--- src/rtl/serctl_pkg.sv ---
package serctl_pkg;

  typedef enum logic [1:0] {
    CNT_HOLD  = 2'd0,
    CNT_STEP  = 2'd1,
    CNT_CLEAR = 2'd2,
    CNT_JUMP  = 2'd3
  } cnt_op_e;

  // Counter command from the decoded position and the link ready input.
  function automatic cnt_op_e pick_op(logic at_first, logic at_wait,
                                      logic at_last, logic rdy);
    cnt_op_e op;
    if (at_last && rdy)        op = CNT_CLEAR;  // last bit taken: back to top
    else if (at_first && !rdy) op = CNT_JUMP;   // park bit 0 in wait code
    else if (at_wait && rdy)   op = CNT_JUMP;   // bit 0 taken from wait code
    else if (rdy)              op = CNT_STEP;
    else                       op = CNT_HOLD;   // self-loop on stall
    return op;
  endfunction

endpackage

--- src/rtl/serctl_counter.sv ---
module serctl_counter
  import serctl_pkg::*;
#(
  parameter int CNT_W = 4
) (
  input  logic             clk,
  input  logic             init,
  input  cnt_op_e          op,
  input  logic [CNT_W-1:0] jump_val,
  output logic [CNT_W-1:0] cnt_q
);

  always_ff @(posedge clk) begin
    if (init) begin
      cnt_q <= '0;
    end else begin
      case (op)
        CNT_STEP:  cnt_q <= cnt_q + CNT_W'(1);
        CNT_CLEAR: cnt_q <= '0;
        CNT_JUMP:  cnt_q <= jump_val;
        default:   cnt_q <= cnt_q;
      endcase
    end
  end

endmodule

--- src/rtl/serctl_decode.sv ---
module serctl_decode
  import serctl_pkg::*;
#(
  parameter int CNT_W     = 4,
  parameter int LAST_CODE = 7,
  parameter int WAIT_CODE = 15
) (
  input  logic [CNT_W-1:0] cnt,
  input  logic             rdy,
  input  logic             init,
  output cnt_op_e          op,
  output logic [CNT_W-1:0] jump_val,
  output logic             pop,
  output logic             load,
  output logic             shift
);

  localparam logic [CNT_W-1:0] LAST_V = CNT_W'(LAST_CODE);
  localparam logic [CNT_W-1:0] WAIT_V = CNT_W'(WAIT_CODE);
  localparam logic [CNT_W-1:0] ONE_V  = CNT_W'(1);

  logic at_first, at_wait, at_last;

  assign at_first = (cnt == '0);
  assign at_wait  = (cnt == WAIT_V);
  assign at_last  = (cnt == LAST_V);

  always_comb begin
    op       = pick_op(at_first, at_wait, at_last, rdy);
    jump_val = at_first ? WAIT_V : ONE_V;
  end

  assign pop   = at_first & ~init;
  assign load  = init | (at_last & rdy);
  assign shift = rdy & ~init;

endmodule

--- src/rtl/serctl_top.sv ---
module serctl_top
  import serctl_pkg::*;
#(
  parameter int DATA_W = 8
) (
  input  logic clk,
  input  logic init,
  input  logic rdy,
  output logic pop,
  output logic load,
  output logic shift
);

  // One code per bit plus a distinct all-ones wait code for bit 0.
  localparam int CNT_W     = $clog2(DATA_W) + 1;
  localparam int LAST_CODE = DATA_W - 1;
  localparam int WAIT_CODE = (1 << CNT_W) - 1;

  cnt_op_e          cnt_op;
  logic [CNT_W-1:0] jump_val;
  logic [CNT_W-1:0] cnt_q;

  serctl_decode #(
    .CNT_W    (CNT_W),
    .LAST_CODE(LAST_CODE),
    .WAIT_CODE(WAIT_CODE)
  ) u_dec (
    .cnt     (cnt_q),
    .rdy     (rdy),
    .init    (init),
    .op      (cnt_op),
    .jump_val(jump_val),
    .pop     (pop),
    .load    (load),
    .shift   (shift)
  );

  serctl_counter #(
    .CNT_W(CNT_W)
  ) u_cnt (
    .clk     (clk),
    .init    (init),
    .op      (cnt_op),
    .jump_val(jump_val),
    .cnt_q   (cnt_q)
  );

endmodule

--- config.mk ---
export PLATFORM = sky130hd
export DESIGN_NAME = serctl_top
export DESIGN_NICKNAME = d
export VERILOG_FILES = /design/src/rtl/serctl_pkg.sv /design/src/rtl/serctl_counter.sv /design/src/rtl/serctl_decode.sv /design/src/rtl/serctl_top.sv
export SDC_FILE = /design/constraint.sdc
export NUM_CORES = 1
export LEC_CHECK = 0
export ABC_AREA = 0
export ABC_CLOCK_PERIOD_IN_PS = 1900
export CAP_MARGIN = 30
export CORE_AREA = 2 2 39 41
export CTS_CLUSTER_SIZE = 30
export DETAILED_ROUTE_END_ITERATION = 16
export DIE_AREA = 0 0 41 43
export MAX_ROUTING_LAYER = met4
export PLACE_DENSITY_LB_ADDON = 0.25
export SYNTH_ARGS = -nofsm -noshare
export SYNTH_HDL_FRONTEND = slang
export SYNTH_HIERARCHICAL = 1
export SYNTH_SLANG_ARGS = --single-unit
--- constraint.sdc ---
create_clock -name clk -period 1.9 [get_ports clk]
set_clock_uncertainty 0.15 [all_clocks]
set_input_delay 0.19 -clock clk [delete_from_list [all_inputs] [get_ports clk]]
set_output_delay 0.19 -clock clk [all_outputs]
set_load 0.01 [all_outputs]
# == Word-level counts from Yosys, hierarchy flattened ==
# Index checks and enable logic that the tools add are counted.
# word_totals
in_bits,3
regBits,4
elab_cells,24
out_inout_bits,3
# op_classes
mux,6
add_sub_neg,1
eq_ne,5
n_reduce_logical,6
n_bitwise,5
# ops
op,n
4-bit case mux with 3 select lines,1
2-bit two-way mux,3
4-bit by 1-bit adder with 4-bit output (second input constant),1
2-bit equality test (second input constant),2
4-bit by 3-bit equality test with 1-bit output (second input constant),1
4-bit equality test (second input constant),1
4-bit zero test,1
4-bit two-way mux,1
1-bit bitwise AND,3
1-bit logical AND,3
3-bit nonzero test,1
2-bit by 1-bit equality test with 1-bit output (second input constant),1
1-bit zero test,1
1-bit two-way mux,1
1-bit inverter,1
1-bit bitwise OR,1

# == Logic depth before layout (Yosys ltp) ==
# logic_depth
ltp_word,7
depth_mapped,6
depth_no_buf,6

# == Hierarchy ==
# Netlist, hierarchy kept.
# by_module_without_submodules
mod,seq_area_each_um2,instances,area_each_um2,cells_per_inst
serctl_counter,80.1,1,231.5,26
serctl_decode,0.0,1,100.1,16

# == Worst setup path after synthesis ==
# Ideal clock, no wire load.
# synth_path
kind,register -> register
start,reg u_cnt.cnt_q[2]
end,reg u_cnt.cnt_q[1]
period_less_slack_ns,1.848
stages_incl_launch_ff,7
required_ns,1.635
slack_ns,0.052
path_buffers,1
setup_ns,0.115
arrival_ns,1.583
cell_sequence,dfxtp_1 > or4_4 > o21ai_2 > buf_6 > mux2_4 > a22oi_2 > nor2_1
# synth_via
elab_chain_len,7
# synth_rtl
element,line_no,source
start: declaration,serctl_counter.sv:10,output logic [CNT_W-1:0] cnt_q
start signal: assignment,serctl_counter.sv:18,CNT_STEP: cnt_q <= cnt_q + CNT_W'(1);
start signal: assignment,serctl_counter.sv:20,CNT_JUMP: cnt_q <= jump_val;
start signal: assignment,serctl_counter.sv:21,default: cnt_q <= cnt_q;
4-bit equality test,serctl_decode.sv:25,assign at_wait = (cnt == WAIT_V);
1-bit logical AND,serctl_pkg.sv:16,else if (at_wait && rdy) op = CNT_JUMP;
2-bit two-way mux,serctl_pkg.sv:16,
2-bit two-way mux,serctl_pkg.sv:15,else if (at_first && !rdy) op = CNT_JUMP;
2-bit two-way mux (*),serctl_pkg.sv:14,if (at_last && rdy) op = CNT_CLEAR;
named net cnt_op[1],serctl_top.sv:19,cnt_op_e cnt_op;
2-bit equality test or 2-bit by 1-bit equality test with 1-bit output (tied branches),serctl_counter.sv:17,case (op)
4-bit case mux with 3 select lines or 3-bit nonzero test (tied branches),-,
# Mark *: on every way through the listed nets, which the timed path passes. The rest lies on a longest branch.
# A chain may end at the register's enable or synchronous reset.

# == Worst setup path in the final report ==
# layout_path
start,reg u_cnt.cnt_q[2]
end,reg u_cnt.cnt_q[2]
# The elaborated chain is that of the path after synthesis.

==> flow_metrics.env <==
export IMPL_run_status="finished clean"
export IMPL_slowest_stage="or4_4"
export IMPL_fin_crit_ns=1.85
export IMPL_grt_pass1_vias=272
export IMPL_wl_per_cell_um=9.54
export IMPL_cp_end_kind="register"
export IMPL_synth_avg_cell_area_um2=7.89
export IMPL_firstDrtPassIters=4
export IMPL_seq_area_frac_synth_pct=24.2
export IMPL_initial_core_util_pct=24.0
export IMPL_post_route_drc_count=0
export IMPL_synthMuxAreaShare_pct=7.55
export IMPL_fin_nets=62
export IMPL_top_register="u_cnt/cnt_q"
export IMPL_rr_worst_depth=5
export IMPL_r2r_slack_ns=0.05
export IMPL_ioPinCount=6
export IMPL_hold_class="reg2reg"
export IMPL_clk_latency_ns=0.23
export IMPL_clk_pin_slew_ns=0.04
export IMPL_area_delta_synth_final_pct=43.0
export IMPL_cts_tree="yes"
export IMPL_power_density_mw_per_mm2=1890
export IMPL_hold_violations=0
export IMPL_synthTopCellsByArea="dfxtp_1 24%, buf_4 9.1%, nand2_1 5.7%"
export IMPL_netlist_instances=42
export IMPL_port_buffers=5
export IMPL_synth_simple_area_share_pct=26.8
export IMPL_antenna_found_initial=0
export IMPL_grt_pass1_wl_mm=1.16
export IMPL_antenna_left=0
export IMPL_synth_compound_area_share_pct=19.2
export IMPL_largest_reg_flops=4
export IMPL_numCtsBuffers=3
export IMPL_hpwlAfterDp_um=513
export IMPL_htree_levels=1
export IMPL_dieArea_mm2=0.00176
export IMPL_die_w_um=41
export IMPL_vias=316
export IMPL_finalCritPeriodShare_pct=97.2
export IMPL_hold_path_cell_count=3
export IMPL_hold_start="u_cnt/cnt_q[0]"
export IMPL_viasPerCell=4.39
export IMPL_reg2reg_to="u_cnt/cnt_q[2]"
export IMPL_pwr_share_comb_pct=72.3
export IMPL_cp_max_fo=6
export IMPL_yosysWarnings=6
export IMPL_critical_path_class="reg2reg"
export IMPL_min_to="u_cnt/cnt_q[0]"
export IMPL_max_stage_delay_ns=0.57
export IMPL_maxCapViolCount=0
export IMPL_dp_cells=68
export IMPL_r2r_start="u_cnt/cnt_q[2]"
export IMPL_drv_slew=0
export IMPL_start_kind="register"
export IMPL_setup_viol=0
export IMPL_syn_num_nets=46
export IMPL_drtIter0Drc=6
export IMPL_fmax_mhz=542
export IMPL_power_internal_w=0.000546
export IMPL_synth_top_family_by_area="simple AND/OR/NAND/NOR gates"
export IMPL_core_area_mm2=0.00138
export IMPL_syn_area_um2=332
export IMPL_p_sw_w=0.000350
export IMPL_crit_chain="or4_4, o21ai_4, and2b_2, mux2i_1, a21oi_1"
export IMPL_cellLeakagePower_nw=0.224
export IMPL_crit_arrival_ns=1.81
export IMPL_grt_use_total_pct=9.77
export IMPL_synthAdderAreaFrac_pct=3.77
export IMPL_synth_cell_types=24
export IMPL_routabilityCongestion=0.764
export IMPL_routed_wl_um=687
export IMPL_grt_start_max_net_pins=7
export IMPL_cp_top_family="simple AND/OR/NAND/NOR gates"
export IMPL_pwr_share_seq_pct=16.4
export IMPL_ys_seq_elements=4
export IMPL_synth_top_area_share_pct=24.2
export IMPL_layout_cells_non_filler=72
export IMPL_pwr_share_clk_pct=11.3
export IMPL_required_ns=1.86
export IMPL_clockBufferDepth=2
export IMPL_top_regs="u_cnt/cnt_q (4)"
export IMPL_vdd_ir_drop_worst_mv=0.491
export IMPL_synth_top_area_cell="dfxtp_1"
export IMPL_cp_num_buf_inv=0
export IMPL_drive_above_1_share_pct=35.7
export IMPL_switching_share_pct=39.0
export IMPL_gr_total_overflow=0
export IMPL_die_height_um=43
export IMPL_num_antenna_cells=0
export IMPL_placementRows=14
export IMPL_cts_sinks=4
export IMPL_power_w=0.000896
export IMPL_synth_xor_xnor_area_share_pct=2.64
export IMPL_root_buffer="clkbuf_4"
power by group through the flow:
stage               registers (W)  clock network [W]  logic, W
CTS                      0.000148           0.000105  0.000614
finish                   0.000147           0.000101  0.000648
global placement         0.000149                  0  0.000624
floorplan                0.000177                  0  0.000457
global route             0.000152           0.000112  0.000728
detailed placement       0.000149                  0  0.000619
cells in the final DEF, fill, tap and decap left out, types with 2 or more instances in the layout:
cell and n:
inv_1 2, clkdlybuf4s50_1 3, nand2_1 5, nand4_1 2
a21oi_1 3, clkbuf_4 3, buf_4 11, dfxtp_1 4
nor2_1 5
routing by layer:
metal	GRT usage, %	wire length [µm]	up-vias	part of all wire [%]
met4	0	0	0	0
met2	11.6	319	5	46
li1	-	-	168	-
met5	-	0	-	0
met3	6.28	30	0	4.4
met1	14.8	337	143	49
cells by family (layout without fill, tap and decap cells):
| group | after synthesis | count (layout) |
|---|---|---|
| AND/OR/NAND/NOR | 17 | 17 |
| AO/OA/AOI/OAI | 9 | 9 |
| multiplexers | 2 | 2 |
| XOR/XNOR | 1 | 1 |
| other | 1 | 1 |
| flip-flops | 4 | 4 |
| adder cells (fa/ha/maj) | 1 | 1 |
| buffers and inverters | 7 | 21 |
stage by stage:
step                       TNS, ns  hold slack [ns]  utilization, %  setup slack [ns]  cell area (µm²)
after detailed placement         0            0.459            31.5          0.000487              435
after global placement           0            0.458            31.5            0.0127              435
after floorplan                  0            0.109               -            0.0519              332
after CTS                 -0.00990            0.466            33.0          -0.00990              457
final                            0            0.468            34.3            0.0536              474
after global routing       -0.0149            0.522            34.3           -0.0100              474
cells in the mapped netlist:
| cell type | count |
|---|---|
| o21bai_1 | 1 |
| nand3_1 | 1 |
| mux2i_1 | 1 |
| o21ai_0 | 1 |
| a21oi_1 | 3 |
| inv_1 | 2 |
| and2_2 | 1 |
| a22oi_2 | 1 |
| xnor2_1 | 1 |
| o21ai_2 | 1 |
| conb_1 | 1 |
| dfxtp_1 | 4 |
| nand2_1 | 5 |
| buf_6 | 1 |
| o21a_1 | 1 |
| nor2_1 | 5 |
| o31ai_1 | 1 |
| mux2_4 | 1 |
| buf_4 | 4 |
| nor2b_1 | 1 |
| ha_1 | 1 |
| or4_4 | 1 |
| nand4_1 | 2 |
| and2b_2 | 1 |
area by class of cell:
class | instances | area, µm²
sequential | 4 | 80.1
tap | 16 | 20.0
inverter | 2 | 7.51
timing repair buffer | 16 | 134
clock buffer | 3 | 22.5
multi-input combinational | 31 | 210
fill | 145 | 910
worst max path at each step:
stage	from	to	depth (start not counted)	slack, ns
finish	u_cnt/cnt_q[2]	u_cnt/cnt_q[2]	5	0.05
global route	u_cnt/cnt_q[2]	u_cnt/cnt_q[2]	5	-0.01
CTS	u_cnt/cnt_q[2]	u_cnt/cnt_q[2]	5	-0.01
detailed placement	u_cnt/cnt_q[2]	u_cnt/cnt_q[2]	5	0.0005
global placement	u_cnt/cnt_q[2]	u_cnt/cnt_q[1]	5	0.01
floorplan	u_cnt/cnt_q[2]	u_cnt/cnt_q[1]	6	0.05
worst register-to-register path: stages (launching register included):
cell and delay [ns]:
dfxtp_1 0.30, or4_4 0.57, o21ai_4 0.22, and2b_2 0.24, mux2i_1 0.15, a21oi_1 0.10
what timing repair did:
item,CTS,global route
hold buffers,0,0
setup endpoints to repair,2,4
setup buffers,0,1
resized for setup,1,3
No activity file was read; power rests on OpenSTA's default activity.
